$ cat src/rtl/fp_status_ctl_pkg.sv
package fp_status_ctl_pkg;
  localparam int FIELD_W    = 4;
  localparam int NUM_FIELDS = 8;
  localparam int REG_W      = FIELD_W * NUM_FIELDS;
  localparam int IDX_W      = $clog2(REG_W);
  localparam int FSEL_W     = $clog2(NUM_FIELDS);

  localparam int EN_SUM_BIT  = 30;
  localparam int INV_SUM_BIT = 29;

  localparam logic [REG_W-1:0] SUMMARY_MASK  = 32'h6000_0000;
  localparam logic [REG_W-1:0] INV_CAUSES    = 32'h01F8_0700;
  localparam logic [REG_W-1:0] STICKY_CLEAR  = 32'h9FF8_0700;

  typedef enum logic [2:0] {
    OP_FMASK = 3'd0,
    OP_FIMM  = 3'd1,
    OP_BSET  = 3'd2,
    OP_BCLR  = 3'd3,
    OP_TOCR  = 3'd4
  } fpsc_op_e;

  function automatic logic [REG_W-1:0] field_bits(input logic [FSEL_W-1:0] f);
    field_bits = {{FIELD_W{1'b1}}, {(REG_W-FIELD_W){1'b0}}} >> (FIELD_W * int'(f));
  endfunction

  function automatic logic invalid_summary(input logic [REG_W-1:0] v);
    invalid_summary = |(v & INV_CAUSES);
  endfunction

  function automatic logic enabled_summary(input logic [REG_W-1:0] v);
    enabled_summary = |(v[29:25] & v[7:3]);
  endfunction

  function automatic logic [REG_W-1:0] resummarize(input logic [REG_W-1:0] v);
    logic [REG_W-1:0] t;
    t = v;
    t[INV_SUM_BIT] = invalid_summary(t);
    t[EN_SUM_BIT]  = enabled_summary(t);
    resummarize = t;
  endfunction
endpackage

$ cat src/rtl/fp_status_write.sv
module fp_status_write
  import fp_status_ctl_pkg::*;
(
  input  logic [REG_W-1:0]      cur_q,
  input  logic                  op_valid,
  input  logic [2:0]            op_code,
  input  logic [REG_W-1:0]      src_lo,
  input  logic [NUM_FIELDS-1:0] field_mask,
  input  logic [FIELD_W-1:0]    imm_val,
  input  logic [FSEL_W-1:0]     fld_sel,
  input  logic [IDX_W-1:0]      bit_idx,
  input  logic [REG_W-1:0]      exc_set,
  output logic [REG_W-1:0]      nxt_d,
  output logic                  recalc_evt,
  output logic                  bit_op_blocked
);
  logic [REG_W-1:0] mask_wide;
  logic [REG_W-1:0] imm_wide;
  logic [REG_W-1:0] sel_field;
  logic [REG_W-1:0] one_hot_bit;
  logic [REG_W-1:0] sticky_bits;
  logic [REG_W-1:0] op_result;
  logic             imm_recalc;
  fpsc_op_e         op_e;

  genvar k;
  generate
    for (k = 0; k < NUM_FIELDS; k++) begin : g_expand
      assign mask_wide[k*FIELD_W +: FIELD_W] = {FIELD_W{field_mask[k]}};
      assign imm_wide[k*FIELD_W +: FIELD_W]  = imm_val;
    end
  endgenerate

  assign op_e           = fpsc_op_e'(op_code);
  assign sel_field      = field_bits(fld_sel);
  assign one_hot_bit    = {1'b1, {(REG_W-1){1'b0}}} >> bit_idx;
  assign bit_op_blocked = (bit_idx == IDX_W'(1)) || (bit_idx == IDX_W'(2));
  assign sticky_bits    = exc_set & ~SUMMARY_MASK;

  always_comb begin
    op_result  = cur_q;
    imm_recalc = 1'b0;
    if (op_valid) begin
      case (op_e)
        OP_FMASK: begin
          op_result = (cur_q & ~(mask_wide & ~SUMMARY_MASK)) |
                      (src_lo & mask_wide & ~SUMMARY_MASK);
        end
        OP_FIMM: begin
          op_result  = (cur_q & ~(sel_field & ~SUMMARY_MASK)) |
                       (imm_wide & sel_field & ~SUMMARY_MASK);
          imm_recalc = 1'b1;
        end
        OP_BSET: begin
          if (!bit_op_blocked) op_result = cur_q | one_hot_bit;
        end
        OP_BCLR: begin
          if (!bit_op_blocked) op_result = cur_q & ~one_hot_bit;
        end
        OP_TOCR: begin
          op_result = cur_q & ~(sel_field & STICKY_CLEAR);
        end
        default: op_result = cur_q;
      endcase
    end
  end

  assign recalc_evt = imm_recalc || (sticky_bits != '0);
  assign nxt_d = recalc_evt ? resummarize(op_result | sticky_bits)
                            : (op_result | sticky_bits);
endmodule

$ cat src/rtl/fp_status_crcopy.sv
module fp_status_crcopy
  import fp_status_ctl_pkg::*;
(
  input  logic                  clk,
  input  logic                  rst_n,
  input  logic                  copy_en,
  input  logic [REG_W-1:0]      cur_q,
  input  logic [FSEL_W-1:0]     src_fld,
  input  logic [FSEL_W-1:0]     dst_fld,
  output logic [REG_W-1:0]      cr_q
);
  logic [FIELD_W-1:0] src_nib;
  logic [NUM_FIELDS-1:0] dst_hit;

  assign src_nib = cur_q[REG_W-1 - FIELD_W*int'(src_fld) -: FIELD_W];

  genvar d;
  generate
    for (d = 0; d < NUM_FIELDS; d++) begin : g_crf
      assign dst_hit[d] = copy_en && (dst_fld == FSEL_W'(d));
      always_ff @(posedge clk) begin
        if (!rst_n)
          cr_q[REG_W-1 - FIELD_W*d -: FIELD_W] <= '0;
        else if (dst_hit[d])
          cr_q[REG_W-1 - FIELD_W*d -: FIELD_W] <= src_nib;
      end
    end
  endgenerate
endmodule

$ cat src/rtl/fp_status_read.sv
module fp_status_read
  import fp_status_ctl_pkg::*;
#(
  parameter logic [REG_W-1:0] HI_NORMAL = 32'hFFF8_0000,
  parameter logic [REG_W-1:0] HI_LEGACY = 32'hFFFF_FFFF
) (
  input  logic [REG_W-1:0]   cur_q,
  input  logic               legacy_mode,
  output logic [2*REG_W-1:0] read_data,
  output logic [FIELD_W-1:0] cr1_sum,
  output logic [1:0]         rnd_mode
);
  assign read_data = {(legacy_mode ? HI_LEGACY : HI_NORMAL), cur_q};
  assign cr1_sum   = cur_q[REG_W-1 -: FIELD_W];
  assign rnd_mode  = cur_q[1:0];
endmodule

$ cat src/rtl/fp_status_ctl.sv
module fp_status_ctl
  import fp_status_ctl_pkg::*;
#(
  parameter logic [31:0] READ_HI_NORMAL = 32'hFFF8_0000,
  parameter logic [31:0] READ_HI_LEGACY = 32'hFFFF_FFFF
) (
  input  logic        clk,
  input  logic        rst_n,
  input  logic        op_valid,
  input  logic [2:0]  op_code,
  input  logic [63:0] src_operand,
  input  logic [7:0]  field_mask,
  input  logic [3:0]  imm_val,
  input  logic [2:0]  fld_sel,
  input  logic [4:0]  bit_idx,
  input  logic [2:0]  cr_fld,
  input  logic [31:0] exc_set,
  input  logic        legacy_mode,
  output logic [31:0] status_q,
  output logic [31:0] cond_reg,
  output logic [3:0]  cr1_sum,
  output logic [1:0]  rnd_mode,
  output logic [63:0] read_data
);
  logic [REG_W-1:0] nxt_d;
  logic             recalc_evt;
  logic             bit_op_blocked;
  logic             copy_evt;

  assign copy_evt = op_valid && (op_code == OP_TOCR);

  fp_status_write u_write (
    .cur_q          (status_q),
    .op_valid       (op_valid),
    .op_code        (op_code),
    .src_lo         (src_operand[REG_W-1:0]),
    .field_mask     (field_mask),
    .imm_val        (imm_val),
    .fld_sel        (fld_sel),
    .bit_idx        (bit_idx),
    .exc_set        (exc_set),
    .nxt_d          (nxt_d),
    .recalc_evt     (recalc_evt),
    .bit_op_blocked (bit_op_blocked)
  );

  always_ff @(posedge clk) begin
    if (!rst_n) status_q <= '0;
    else        status_q <= nxt_d;
  end

  fp_status_crcopy u_crcopy (
    .clk     (clk),
    .rst_n   (rst_n),
    .copy_en (copy_evt),
    .cur_q   (status_q),
    .src_fld (fld_sel),
    .dst_fld (cr_fld),
    .cr_q    (cond_reg)
  );

  fp_status_read #(
    .HI_NORMAL (READ_HI_NORMAL),
    .HI_LEGACY (READ_HI_LEGACY)
  ) u_read (
    .cur_q       (status_q),
    .legacy_mode (legacy_mode),
    .read_data   (read_data),
    .cr1_sum     (cr1_sum),
    .rnd_mode    (rnd_mode)
  );
endmodule

$ cat config.mk
export PLATFORM = sky130hd
export DESIGN_NAME = fp_status_ctl
export DESIGN_NICKNAME = d
export VERILOG_FILES = /design/src/rtl/fp_status_ctl_pkg.sv /design/src/rtl/fp_status_write.sv /design/src/rtl/fp_status_crcopy.sv /design/src/rtl/fp_status_read.sv /design/src/rtl/fp_status_ctl.sv
export SDC_FILE = /design/constraint.sdc
export NUM_CORES = 1
export LEC_CHECK = 0
export ABC_AREA = 1
export ABC_CLOCK_PERIOD_IN_PS = 1600
export BUFFER_PORTS_ARGS = -buffer_cell sky130_fd_sc_hd__buf_2
export CORE_MARGIN = 2
export CORE_UTILIZATION = 42
export CTS_BUF_LIST = sky130_fd_sc_hd__clkbuf_4 sky130_fd_sc_hd__clkbuf_8 sky130_fd_sc_hd__clkbuf_16
export DETAILED_ROUTE_END_ITERATION = 16
export GPL_ROUTABILITY_DRIVEN = 0
export HOLD_SLACK_MARGIN = 0.1
export PLACE_DENSITY = 0.83
export SLEW_MARGIN = 20
export SYNTH_ARGS = -nofsm -noshare
export SYNTH_HDL_FRONTEND = slang
export SYNTH_SLANG_ARGS = --single-unit
export TNS_END_PERCENT = 20
$ cat constraint.sdc
create_clock -name clk -period 1.6 [get_ports clk]
set_input_delay 0.32 -clock clk [delete_from_list [all_inputs] [get_ports clk]]
set_output_delay 0.32 -clock clk [all_outputs]
set_load 0.05 [all_outputs]
==> flow_metrics.env <==
export IMPL_area_growth_syn_to_layout_pct=43.4
export IMPL_grt_pass1_wl_um=31400
export IMPL_drive_gt1_share_pct=39.0
export IMPL_startpoint_type="input pin"
export IMPL_ctsRootBufferMaster="clkbuf_16"
export IMPL_postLayoutCoreUtil_pct=61.9
export IMPL_core_area_um2=12000
export IMPL_syn_inst=841
export IMPL_portBuffers=190
export IMPL_crit_path_max_fanout=4
export IMPL_regToRegSetupSlack_ns=0.01
export IMPL_slowest_delay_ns=0.23
export IMPL_rr_worst_depth=14
export IMPL_drt_total_wl_um=22100
export IMPL_hold_class="in -> reg"
export IMPL_outcome="finished, violations left"
export IMPL_initial_core_util_pct=43.2
export IMPL_max_freq_ghz=0.623
export IMPL_seq_area_frac_synth_pct=24.7
export IMPL_rsz0062_at_grt="true"
export IMPL_ys_types=41
export IMPL_grt_overflow=0
export IMPL_nFillCells=1058
export IMPL_endpoint_kind="flop"
export IMPL_clk_path_buf_depth=2
export IMPL_antenna_found_initial=0
export IMPL_p_leak_nw=3.82
export IMPL_setup_viol=1
export IMPL_p_per_area_nw_per_um2=809
export IMPL_post_drt_wl_per_cell_um=17.6
export IMPL_ys_seq_elements=64
export IMPL_drtPass1Iterations=9
export IMPL_die_width_um=115
export IMPL_clk_pin_slew_worst_paths_ns=0.06
export IMPL_reg2reg_from="status_q[27]"
export IMPL_cts_buffers=9
export IMPL_crit_path_top_delay_cell="nand3_1"
export IMPL_rows=40
export IMPL_vias_per_cell=5.69
export IMPL_hold_end="status_q[17]"
export IMPL_period_share_pct=100
export IMPL_avgSynthCellArea_um2=6.16
export IMPL_die_h_um=115
export IMPL_finClkSkew_ns=0.00674
export IMPL_fin_worst_hold_slack_ns=0.256
export IMPL_cp_required_ns=1.83
export IMPL_min_from="exc_set[17]"
export IMPL_die_area_um2=13200
export IMPL_grt_pass1_vias=6202
export IMPL_via_count=7132
export IMPL_ys_warn_count=0
export IMPL_arrival_ns=1.83
export IMPL_min_period_ns=1.60
export IMPL_htree_levels=3
export IMPL_dp_hpwl_um=16100
export IMPL_hold_viol_final=0
export IMPL_io_pins=260
export IMPL_clkLatencyLatePin_ns=0.34
export IMPL_drc=0
export IMPL_diodes=0
export IMPL_cts_sinks=64
export IMPL_hold_depth=3
export IMPL_fin_setup_tns_ns=-0.00496
export IMPL_slew_violations=0
export IMPL_crit_chain="buf_2 > inv_1 > nand3_1 > inv_1 > nand2_1 > nand3_1 > nand4_1 > nand2_1 > nand2_1 > nor2_2 > nand4_1 > nand3_1 > nand2_1"
export IMPL_grt_max_degree=26
export IMPL_crit_path_frequent_cell="nand2_1"
export IMPL_setup_slack_ns=-0.00496
export IMPL_cts_hold_buf=0
export IMPL_detail_route_antenna_nets=0
export IMPL_num_nets_final=1228
export IMPL_drv_cap=0
export IMPL_grt_util_all_layers_pct=30.6
export IMPL_drt_iter0_markers=871
export IMPL_cts_tree="done"
export IMPL_violations="setup timing"
export IMPL_vdd_drop_max_mv=0.487
export IMPL_synth_cell_area_um2=5180
export IMPL_timing_rr_end="status_q[30]"
export IMPL_path_class="in -> reg"
[cell usage in the layout, fill, tap and decap left out, types with 15 or more instances in the layout]
| master | Yosys | layout |
|---|---|---|
| o21ai_0 | 79 | 74 |
| dfxtp_1 | 64 | 56 |
| buf_2 | 13 | 182 |
| nor2_1 | 53 | 43 |
| o21ai_1 | 12 | 15 |
| buf_4 | 75 | 140 |
| nand2_1 | 205 | 196 |
| nand3_1 | 65 | 60 |
| nor2_4 | 12 | 20 |
| a21oi_1 | 102 | 100 |
| inv_1 | 61 | 53 |
[timing repair]
| action | CTS | global route |
|---|---|---|
| setup buffers | 0 | 19 |
| cloned | 0 | 1 |
| pin swaps | 0 | 26 |
| gates resized for setup | 4 | 94 |
| setup endpoints to repair | 2 | 37 |
[sequential cells by signal, summed over array words and instances, names as in the netlist]
register	count
status_q	32
u_crcopy.cr_q	32
[stage by stage]
step	power (mW)	instance area (µm²)	std cells	worst slack [ns]
2_1_floorplan	3.19	5250	853	-0.0358
3_3_place_gp	3.65	6680	1218	-0.362
3_5_place_dp	3.67	6680	1218	-0.403
4_1_cts	5.87	7020	1234	0.00882
5_1_grt	6.22	7430	1254	-0.0672
6_report	6.01	7430	1254	-0.00496
[routing by layer]
metal | share of wire (%) | vias to the layer above | wire length [µm] | GRT usage, %
met5 | 0.24 | - | 53 | 0
met4 | 7.3 | 2 | 1620 | 17.3
met3 | 13 | 177 | 2900 | 7.22
met2 | 43 | 530 | 9540 | 49.3
met1 | 36 | 3145 | 8000 | 37.6
li1 | - | 3278 | - | -
[power breakdown]
| part | switching, mW | total [mW] | internal [mW] |
|---|---|---|---|
| Clock | 0.815 | 2.19 | 1.38 |
| Combinational | 1.40 | 2.05 | 0.647 |
| Sequential | 0.103 | 1.77 | 1.67 |
| Total | 2.32 | 6.01 | 3.69 |
[cell type report]
class | count | area (µm²) | share of cell area, %
Clock buffer | 9 | 225 | 3.03
Clock inverter | 7 | 103 | 1.38
Inverter | 72 | 294 | 3.96
Multi-Input combinational cell | 618 | 3180 | 42.7
Sequential cell | 64 | 1300 | 17.5
Tap cell | 147 | 184 | 2.47
Timing Repair Buffer | 336 | 2150 | 28.9
Timing Repair inverter | 1 | 7.51 | 0.101
[cell families (layout without fill, tap and decap cells)]
family | count (synthesis) | in the layout | share of synthesized area, %
multiplexers | 1 | 1 | 0.193
AO/OA/AOI/OAI | 226 | 226 | 23.6
other | 1 | 13 | 0.0723
AND/OR/NAND/NOR | 378 | 378 | 33.1
flip-flops | 64 | 64 | 24.7
buffers and inverters | 171 | 425 | 18.3
[how the worst max path moves through the flow]
stage                 start      endpoint  cells past startpoint
5_1_grt        status_q[27]  status_q[30]                     14
2_1_floorplan   status_q[4]  status_q[30]                     13
6_report         fld_sel[2]  status_q[30]                     13
3_5_place_dp     bit_idx[0]  status_q[30]                     14
4_1_cts          bit_idx[0]  status_q[30]                     16
3_3_place_gp     op_code[1]  status_q[29]                     14
[critical path: cells and delay by family]
kind,cells,cell delay [ns]
AND/OR/NAND/NOR,10,1.19
buffers and inverters,3,0.34
[synthesized netlist by cell type]
master / n / area [µm²]
clkbuf_1: 9 / 33.8
o32ai_1: 2 / 17.5
nand3_1: 65 / 325
a22oi_1: 5 / 37.5
buf_2: 13 / 65.1
o21ai_0: 79 / 395
or2_2: 2 / 12.5
inv_2: 7 / 26.3
a221oi_1: 1 / 8.76
a31oi_1: 2 / 12.5
nand2_1: 205 / 769
nand4_1: 13 / 81.3
nand3b_1: 5 / 37.5
o21ai_1: 12 / 60.1
a211o_1: 1 / 8.76
o31ai_1: 2 / 15.0
o2111a_1: 1 / 11.3
clkinv_1: 3 / 11.3
buf_6: 1 / 11.3
nor2_4: 12 / 135
or4_1: 2 / 15.0
nor2_2: 4 / 25.0
a21oi_1: 102 / 510
nand2_4: 1 / 11.3
dfxtp_1: 64 / 1280
nand2_2: 4 / 25.0
buf_1: 1 / 3.75
o2111ai_1: 4 / 35.0
nor4_1: 4 / 25.0
conb_1: 1 / 3.75
buf_4: 75 / 563
o221ai_1: 4 / 35.0
inv_1: 61 / 229
mux2i_1: 1 / 10.0
o22ai_1: 5 / 31.3
nor3_1: 7 / 35.0
o211ai_1: 3 / 22.5
a211oi_1: 3 / 22.5
nor2_8: 1 / 20.0
clkinv_2: 1 / 5.00
nor2_1: 53 / 199
(Power assumes the default switching activity.)
